===== config.mk =====
export PLATFORM = sky130hd
export DESIGN_NAME = hb_chopper
export DESIGN_NICKNAME = d
export VERILOG_FILES = /design/src/rtl/chop_pkg.sv /design/src/rtl/chop_phase.sv /design/src/rtl/chop_leg.sv /design/src/rtl/hb_chopper.sv
export SDC_FILE = /design/constraint.sdc
export NUM_CORES = 1
export LEC_CHECK = 0
export BUFFER_PORTS_ARGS = -buffer_cell sky130_fd_sc_hd__buf_2
export CAP_MARGIN = 25
export CORE_MARGIN = 3
export CORE_UTILIZATION = 62
export CTS_CLUSTER_DIAMETER = 150
export DETAILED_ROUTE_END_ITERATION = 8
export PLACE_DENSITY_LB_ADDON = 0.2
export SYNTH_ARGS = -nofsm -noshare
export SYNTH_HDL_FRONTEND = slang
export SYNTH_SLANG_ARGS = --single-unit

===== constraint.sdc =====
create_clock -name clk -period 5.5 [get_ports clk]
set_input_delay 0.275 -clock clk [delete_from_list [all_inputs] [get_ports clk]]
set_output_delay 0.275 -clock clk [all_outputs]
set_load 0.05 [all_outputs]

===== src/rtl/chop_pkg.sv =====
package chop_pkg;

  typedef enum logic [1:0] {
    PH_START = 2'd0,
    PH_ON    = 2'd1,
    PH_OFF   = 2'd2
  } phase_t;

  typedef enum logic [1:0] {
    DK_SLOW  = 2'd0,
    DK_FAST  = 2'd1,
    DK_MIXED = 2'd2
  } decay_t;

  // Map the raw decay code; the unused code falls back to slow decay.
  function automatic decay_t decode_decay(logic [1:0] code);
    case (code)
      2'b01:   return DK_FAST;
      2'b10:   return DK_MIXED;
      default: return DK_SLOW;
    endcase
  endfunction

  // True while the off period should return current against the supply.
  function automatic logic fast_window(decay_t mode, int unsigned elapsed,
                                       int unsigned fast_len);
    return (mode == DK_FAST) || ((mode == DK_MIXED) && (elapsed < fast_len));
  endfunction

endpackage


===== src/rtl/chop_phase.sv =====
module chop_phase
  import chop_pkg::*;
#(
  parameter int OFF_CYC   = 4750,
  parameter int BLANK_CYC = 119
) (
  input  logic          clk,
  input  logic          rst_n,
  input  logic          trip,
  input  logic          pol_in,
  input  logic [1:0]    decay_in,
  output phase_t        ph,
  output logic [$clog2(((OFF_CYC > BLANK_CYC) ? OFF_CYC : BLANK_CYC) + 2)-1:0] cnt,
  output logic          pol_q,
  output decay_t        mode_q
);
  localparam int MAXV = (OFF_CYC > BLANK_CYC) ? OFF_CYC : BLANK_CYC;
  localparam int PW   = $clog2(MAXV + 2);
  localparam logic [PW-1:0] OFF_LAST  = PW'(OFF_CYC - 1);
  localparam logic [PW-1:0] BLANK_LIM = PW'(BLANK_CYC);

  logic trip_take;
  logic off_done;

  assign trip_take = (ph == PH_ON) && (cnt >= BLANK_LIM) && trip;
  assign off_done  = (ph == PH_OFF) && (cnt == OFF_LAST);

  always_ff @(posedge clk or negedge rst_n) begin
    if (!rst_n) begin
      ph     <= PH_START;
      cnt    <= '0;
      pol_q  <= 1'b0;
      mode_q <= DK_SLOW;
    end else begin
      case (ph)
        PH_START: begin
          ph    <= PH_ON;
          cnt   <= '0;
          pol_q <= pol_in;
        end
        PH_ON: begin
          if (trip_take) begin
            ph     <= PH_OFF;
            cnt    <= '0;
            mode_q <= decode_decay(decay_in);
          end else if (cnt < BLANK_LIM) begin
            cnt <= cnt + 1'b1;
          end
        end
        PH_OFF: begin
          if (off_done) begin
            ph    <= PH_ON;
            cnt   <= '0;
            pol_q <= pol_in;
          end else begin
            cnt <= cnt + 1'b1;
          end
        end
        default: ph <= PH_START;
      endcase
    end
  end

  // Checker counters: lengths of the present on and off stretches.
  logic [PW-1:0] on_len;
  logic [PW-1:0] off_len;
  localparam logic [PW-1:0] ON_SAT  = PW'(BLANK_CYC + 1);
  localparam logic [PW-1:0] OFF_SAT = PW'(OFF_CYC + 1);

  always_ff @(posedge clk or negedge rst_n) begin
    if (!rst_n) begin
      on_len  <= '0;
      off_len <= '0;
    end else begin
      on_len  <= (ph != PH_ON) ? '0 : ((on_len == ON_SAT) ? on_len : on_len + 1'b1);
      off_len <= (ph != PH_OFF) ? '0 : ((off_len == OFF_SAT) ? off_len : off_len + 1'b1);
    end
  end

  AST_BLANK_MIN: assert property (@(posedge clk) disable iff (!rst_n)
    (ph == PH_OFF && $past(ph) == PH_ON) |-> (on_len == ON_SAT));

  AST_OFF_SPAN: assert property (@(posedge clk) disable iff (!rst_n)
    (ph == PH_ON && $past(ph) == PH_OFF) |-> (off_len == PW'(OFF_CYC)));

endmodule


===== src/rtl/chop_leg.sv =====
module chop_leg #(
  parameter int DEAD_CYC = 59
) (
  input  logic clk,
  input  logic rst_n,
  input  logic want_hi,
  input  logic want_lo,
  output logic fet_hi,
  output logic fet_lo
);
  localparam int DW = $clog2(DEAD_CYC + 2);
  localparam logic [DW-1:0] DEAD_LD   = DW'(DEAD_CYC);
  localparam logic [DW-1:0] DARK_SAT  = DW'(DEAD_CYC + 1);

  logic [DW-1:0] gap;
  logic hi_drop, lo_drop, gap_busy;

  assign hi_drop  = fet_hi && !want_hi;
  assign lo_drop  = fet_lo && !want_lo;
  assign gap_busy = (gap != '0);

  always_ff @(posedge clk or negedge rst_n) begin
    if (!rst_n) begin
      fet_hi <= 1'b0;
      fet_lo <= 1'b0;
      gap    <= '0;
    end else if (hi_drop) begin
      fet_hi <= 1'b0;
      gap    <= DEAD_LD;
    end else if (lo_drop) begin
      fet_lo <= 1'b0;
      gap    <= DEAD_LD;
    end else if (gap_busy) begin
      gap <= gap - 1'b1;
    end else if (want_hi && !fet_lo) begin
      fet_hi <= 1'b1;
    end else if (want_lo && !fet_hi) begin
      fet_lo <= 1'b1;
    end
  end

  // Checker: consecutive cycles with the whole leg dark (saturating).
  logic [DW-1:0] dark_run;
  always_ff @(posedge clk or negedge rst_n) begin
    if (!rst_n)                 dark_run <= DARK_SAT;
    else if (fet_hi || fet_lo)  dark_run <= '0;
    else if (dark_run != DARK_SAT) dark_run <= dark_run + 1'b1;
  end

  AST_LEG_EXCLUSIVE: assert property (@(posedge clk) disable iff (!rst_n)
    !(fet_hi && fet_lo));

  AST_DEAD_GAP: assert property (@(posedge clk) disable iff (!rst_n)
    ($rose(fet_hi) || $rose(fet_lo)) |-> (dark_run == DARK_SAT));

endmodule


===== src/rtl/hb_chopper.sv =====
module hb_chopper
  import chop_pkg::*;
#(
  parameter int OFF_CYC   = 4750,
  parameter int BLANK_CYC = 119,
  parameter int FAST_CYC  = 1500,
  parameter int DEAD_CYC  = 59
) (
  input  logic       clk,
  input  logic       rst_n,
  input  logic       cmp_trip,
  input  logic       zero_det,
  input  logic [1:0] decay_sel,
  input  logic       pol,
  input  logic       sr_off,
  input  logic       bridge_off,
  input  logic       fault_off,
  input  logic       ovr_safe,
  output logic       gate_ah,
  output logic       gate_al,
  output logic       gate_bh,
  output logic       gate_bl
);
  localparam int MAXV = (OFF_CYC > BLANK_CYC) ? OFF_CYC : BLANK_CYC;
  localparam int PW   = $clog2(MAXV + 2);

  phase_t        ph;
  logic [PW-1:0] ph_cnt;
  logic          pol_q;
  decay_t        mode_q;

  chop_phase #(.OFF_CYC(OFF_CYC), .BLANK_CYC(BLANK_CYC)) u_phase (
    .clk     (clk),
    .rst_n   (rst_n),
    .trip    (cmp_trip),
    .pol_in  (pol),
    .decay_in(decay_sel),
    .ph      (ph),
    .cnt     (ph_cnt),
    .pol_q   (pol_q),
    .mode_q  (mode_q)
  );

  // Zero-current memory, cleared outside the off period.
  logic zero_seen;
  always_ff @(posedge clk or negedge rst_n) begin
    if (!rst_n)              zero_seen <= 1'b0;
    else if (ph != PH_OFF)   zero_seen <= 1'b0;
    else if (zero_det)       zero_seen <= 1'b1;
  end

  logic in_off, in_fast, sync_ok, dark;
  logic src, snk;
  logic [1:0] req_hi, req_lo;

  assign in_off  = (ph == PH_OFF);
  assign in_fast = fast_window(mode_q, {{(32-PW){1'b0}}, ph_cnt}, FAST_CYC);
  assign sync_ok = !sr_off && !zero_seen && !zero_det;
  assign dark    = bridge_off || fault_off;
  assign src     = !pol_q;   // index 0 = leg A, 1 = leg B
  assign snk     = pol_q;

  always_comb begin
    req_hi = '0;
    req_lo = '0;
    if (ph == PH_ON) begin
      req_hi[src] = 1'b1;
      req_lo[snk] = 1'b1;
    end else if (in_off) begin
      if (in_fast) begin
        if (sync_ok) begin
          req_lo[src] = 1'b1;
          req_hi[snk] = 1'b1;
        end
      end else begin
        req_lo[snk] = 1'b1;
        if (sync_ok) req_lo[src] = 1'b1;
      end
    end
    if (dark) begin
      req_hi = '0;
      req_lo = '0;
    end
    if (ovr_safe) begin
      req_hi = '0;
      req_lo = 2'b11;
    end
  end

  logic [1:0] g_hi, g_lo;

  generate
    for (genvar g = 0; g < 2; g++) begin : g_leg
      chop_leg #(.DEAD_CYC(DEAD_CYC)) u_leg (
        .clk    (clk),
        .rst_n  (rst_n),
        .want_hi(req_hi[g]),
        .want_lo(req_lo[g]),
        .fet_hi (g_hi[g]),
        .fet_lo (g_lo[g])
      );
    end
  endgenerate

  assign gate_ah = g_hi[0];
  assign gate_al = g_lo[0];
  assign gate_bh = g_hi[1];
  assign gate_bl = g_lo[1];

  AST_OVR_NO_HIGH: assert property (@(posedge clk) disable iff (!rst_n)
    ovr_safe |=> (!gate_ah && !gate_bh));

  AST_DISABLED_DARK: assert property (@(posedge clk) disable iff (!rst_n)
    (dark && !ovr_safe) |=> !(gate_ah || gate_al || gate_bh || gate_bl));

  AST_NO_RECT_SR_OFF: assert property (@(posedge clk) disable iff (!rst_n)
    (in_off && sr_off && !ovr_safe) |=>
      ($countones({gate_ah, gate_al, gate_bh, gate_bl}) <= 1));

endmodule


==> flow_summary_export.csv <==
group,metric,value,unit
floorplan,coreArea,3390,um2
yosys,netlist_area,2200,um2
finish,multiInputGateArea,1220,um2
outcome,status,"complete, but fails checks",
sta,setup_viol_count_final,0,
critical_path,cp_slowest_cell,"or3b_4",
yosys,yosysMostFrequentCell,"dfrtp_1",
critical_path,path_buf_inv,1,
critical_path,critPathTopFamily,"simple AND/OR/NAND/NOR gates",
clock_network,cts_hold_buf,0,
yosys,synth_cell_types,49,
yosys,synthFlopType,"dfrtp_1",
critical_path,crit_path_end_kind,"flip-flop",
power,ir_drop,0.000169,V
finish,layout.area.seq,876,um2
clock_network,clk_pin_slew,0.12,ns
yosys,ys_warn_count,0,
critical_path,cp.arrival,2.63,ns
clock_network,cts_buffers,5,
finish,drive_above_1_share,0.132,
clock_network,cts_sinks,35,
detailed_routing,first_pass_iters,4,
sta,tns,0,ns
yosys,synth_commonest_cells,"dfrtp_1, nor2_1, nand2_1",
yosys,yosys.area.top_type,"dfrtp_1",
finish,n_fill_cell,252,
sta,tightest_slew,0.775,ns
critical_path,critPathMaxStageDelay,0.45,ns
detailed_routing,route.detailed.wl_per_inst,13.7,um
critical_path,worst-path-max-fanout,9,
sta,fin_crit_sh,0.423,
finish,antennaDiodeCount,0,
detailed_routing,drc,0,
clock_network,clock_latency,0.35,ns
power,power_density,215,nW/um2
finish,fin_area,2380,um2
yosys,synth_edf_count,0,
detailed_routing,drtAntennaViolNets,0,
detailed_routing,via_count,1788,
clock_network,clockBufferDepth,2,
critical_path,cp_cell_sequence,"inv_1 -> ha_1 -> or3b_4 -> o311a_1 -> a311oi_1 -> or3_1 -> and3_1",
yosys,syn-instance-count,244,
power,leakage,1.11,nW
yosys,async_flop_share,1.00,
sta,timing.fmax,0.430,GHz
place,hpwlAfterDp,3.02,mm
yosys,yosysSeqAreaShare,0.398,
min_path,min_path_type,"in2async",
clock_network,ctsResizeCount,0,
yosys,avgSynthCellArea,9.01,um2
critical_path,critPathKind,"reg2reg",
global_routing,grt_usage,0.217,
yosys,synth_seq_cells,35,
global_routing,antenna_found_initial,0,
critical_path,critPathRequiredTime,5.80,ns
global_routing,grt_max_degree,36,
sta,fin_crit,2.33,ns
floorplan,rows,21,
flow_run,maxCapViolCount,0,
clock_network,cts_setup_buffers,0,
outcome,violations,"negative hold slack",
finish,fin_nets,278,
global_routing,grt_pass1_vias,1669,
place,numPortBuffers,14,
critical_path,crit_path_start_kind,"flip-flop",
sta,relSlewSlack,0.483,
clock_network,cts-root-buf,"clkbuf_4",
clock_network,h-tree-depth,2,
floorplan,dieHeight,65.6,um
floorplan,die-area,4300,um2
detailed_routing,drtIter0Drc,118,
detailed_routing,drt-total-wl,4.17,mm
floorplan,initial_core_util,0.649,
finish,syn_to_final_growth,8.13,%
sta,grt_setup_unrepaired,"no",
place,post_dp_cell_area,2270,um2
detailed_routing,viasPerCell,5.88,
floorplan,io_pins,15,
yosys,synth_fp_nets,265,
yosys,ys_top_cells_by_area,"dfrtp_1, ha_1, nor2_1, a22o_1, nand2_1",
place,routabilityCongestion,0.838,
global_routing,overflow,0,
sta,report.final.slew_viol_count,0,
global_routing,grt_pass1_wl,7.25,mm
sta,finClkSkew,0.0151,ns
floorplan,die_w,65.6,um
sta,timing.hold.ws,-0.0112,ns
sta,final_hold_viol_count,25,
yosys,synth_top_area_frac,0.398,
clock_network,cts_tree,"yes",
[kinds of logic (layout without fill, tap and decap cells)]
family	Yosys count	count (layout)	synth area share
AO/OA/AOI/OAI	56	56	0.182
XOR/XNOR	8	8	0.0319
adder cells (fa/ha/maj)	10	10	0.0569
buffers and inverters	22	36	0.0483
flip-flops	35	35	0.398
multiplexers	4	4	0.0199
AND/OR/NAND/NOR	109	109	0.263
[final timing paths]
kind | slack, ns | startpoint | cells after the start | end
max in group asynchronous | 5.02 | rst_n | 1 | u_phase.pol_q$_DFFE_PN0P_
min in group clk | 0.14 | pol | 3 | u_phase.pol_q$_DFFE_PN0P_
setup / recovery | 3.17 | u_phase.ph[1]$_DFFE_PN0P_ | 7 | g_leg[0].u_leg.gap[2]$_DFFE_PN0P_
hold reg to reg | 0.52 | zero_seen$_DFFE_PN0P_ | 2 | zero_seen$_DFFE_PN0P_
setup reg to reg | 3.17 | u_phase.ph[1]$_DFFE_PN0P_ | 7 | g_leg[0].u_leg.gap[2]$_DFFE_PN0P_
hold / removal | -0.01 | rst_n | 1 | u_phase.cnt[12]$_DFFE_PN0P_
[metal layers]
metal,part of all wire,GRT usage,vias to the layer above
li1,-,-,905
met2,0.47,0.351,30
met1,0.46,0.273,843
met3,0.040,0.0564,10
met5,0,0,-
met4,0.020,0.0933,0
[sequential cells by signal (all words and copies together), names as in the netlist]
| name | cells |
|---|---|
| g_leg.u_leg.fet_hi | 2 |
| g_leg.u_leg.fet_lo | 2 |
| g_leg.u_leg.gap | 12 |
| u_phase.cnt | 13 |
| u_phase.mode_q | 2 |
| u_phase.ph | 2 |
| u_phase.pol_q | 1 |
| zero_seen | 1 |
[per-stage QoR]
stage,power [mW],worst slack [ns],utilization,instances
final,0.510,3.17,0.702,304
after global routing,0.527,2.98,0.702,304
after CTS,0.514,3.15,0.702,304
after detailed placement,0.281,3.18,0.671,296
after global placement,0.281,3.17,0.671,296
after floorplan,0.270,3.50,-,244
[cell type report]
type                    count  share of cell area
clock inverters             3              0.0284
inverters                  14              0.0221
clock buffers               5              0.0158
well taps                  46              0.0242
multi-input cells         187               0.512
flip-flops and latches     35               0.368
repair buffers             14              0.0295
[power breakdown]
part           switching (mW)  internal [mW]  total (mW)
clock                  0.0928          0.141       0.234
sequential           0.000533          0.258       0.258
combinational          0.0121        0.00618      0.0183
[placed cells by master (no fill, tap or decap), types with 2 or more instances in the layout]
master,n
nor2b_1,7
dfrtp_1,35
o22ai_1,2
nand3_1,14
nor2_1,25
buf_2,14
nor3_1,10
a22o_1,10
a21o_1,2
and2_1,2
and3_1,6
ha_1,10
o21ai_0,9
or3_1,4
o211ai_1,2
nand4_1,2
nand2_1,20
clkbuf_4,5
o21a_1,2
nand2b_1,4
o21ai_1,10
nand3b_1,2
xor2_1,3
and4_1,4
xnor2_1,5
a311oi_1,2
a21oi_1,3
mux2_2,3
inv_1,14
a31oi_1,4
bufinv_16,2
o41ai_1,2
nor3_2,2
o21ai_2,2
Note: power is estimated with default switching activity, not from simulation.
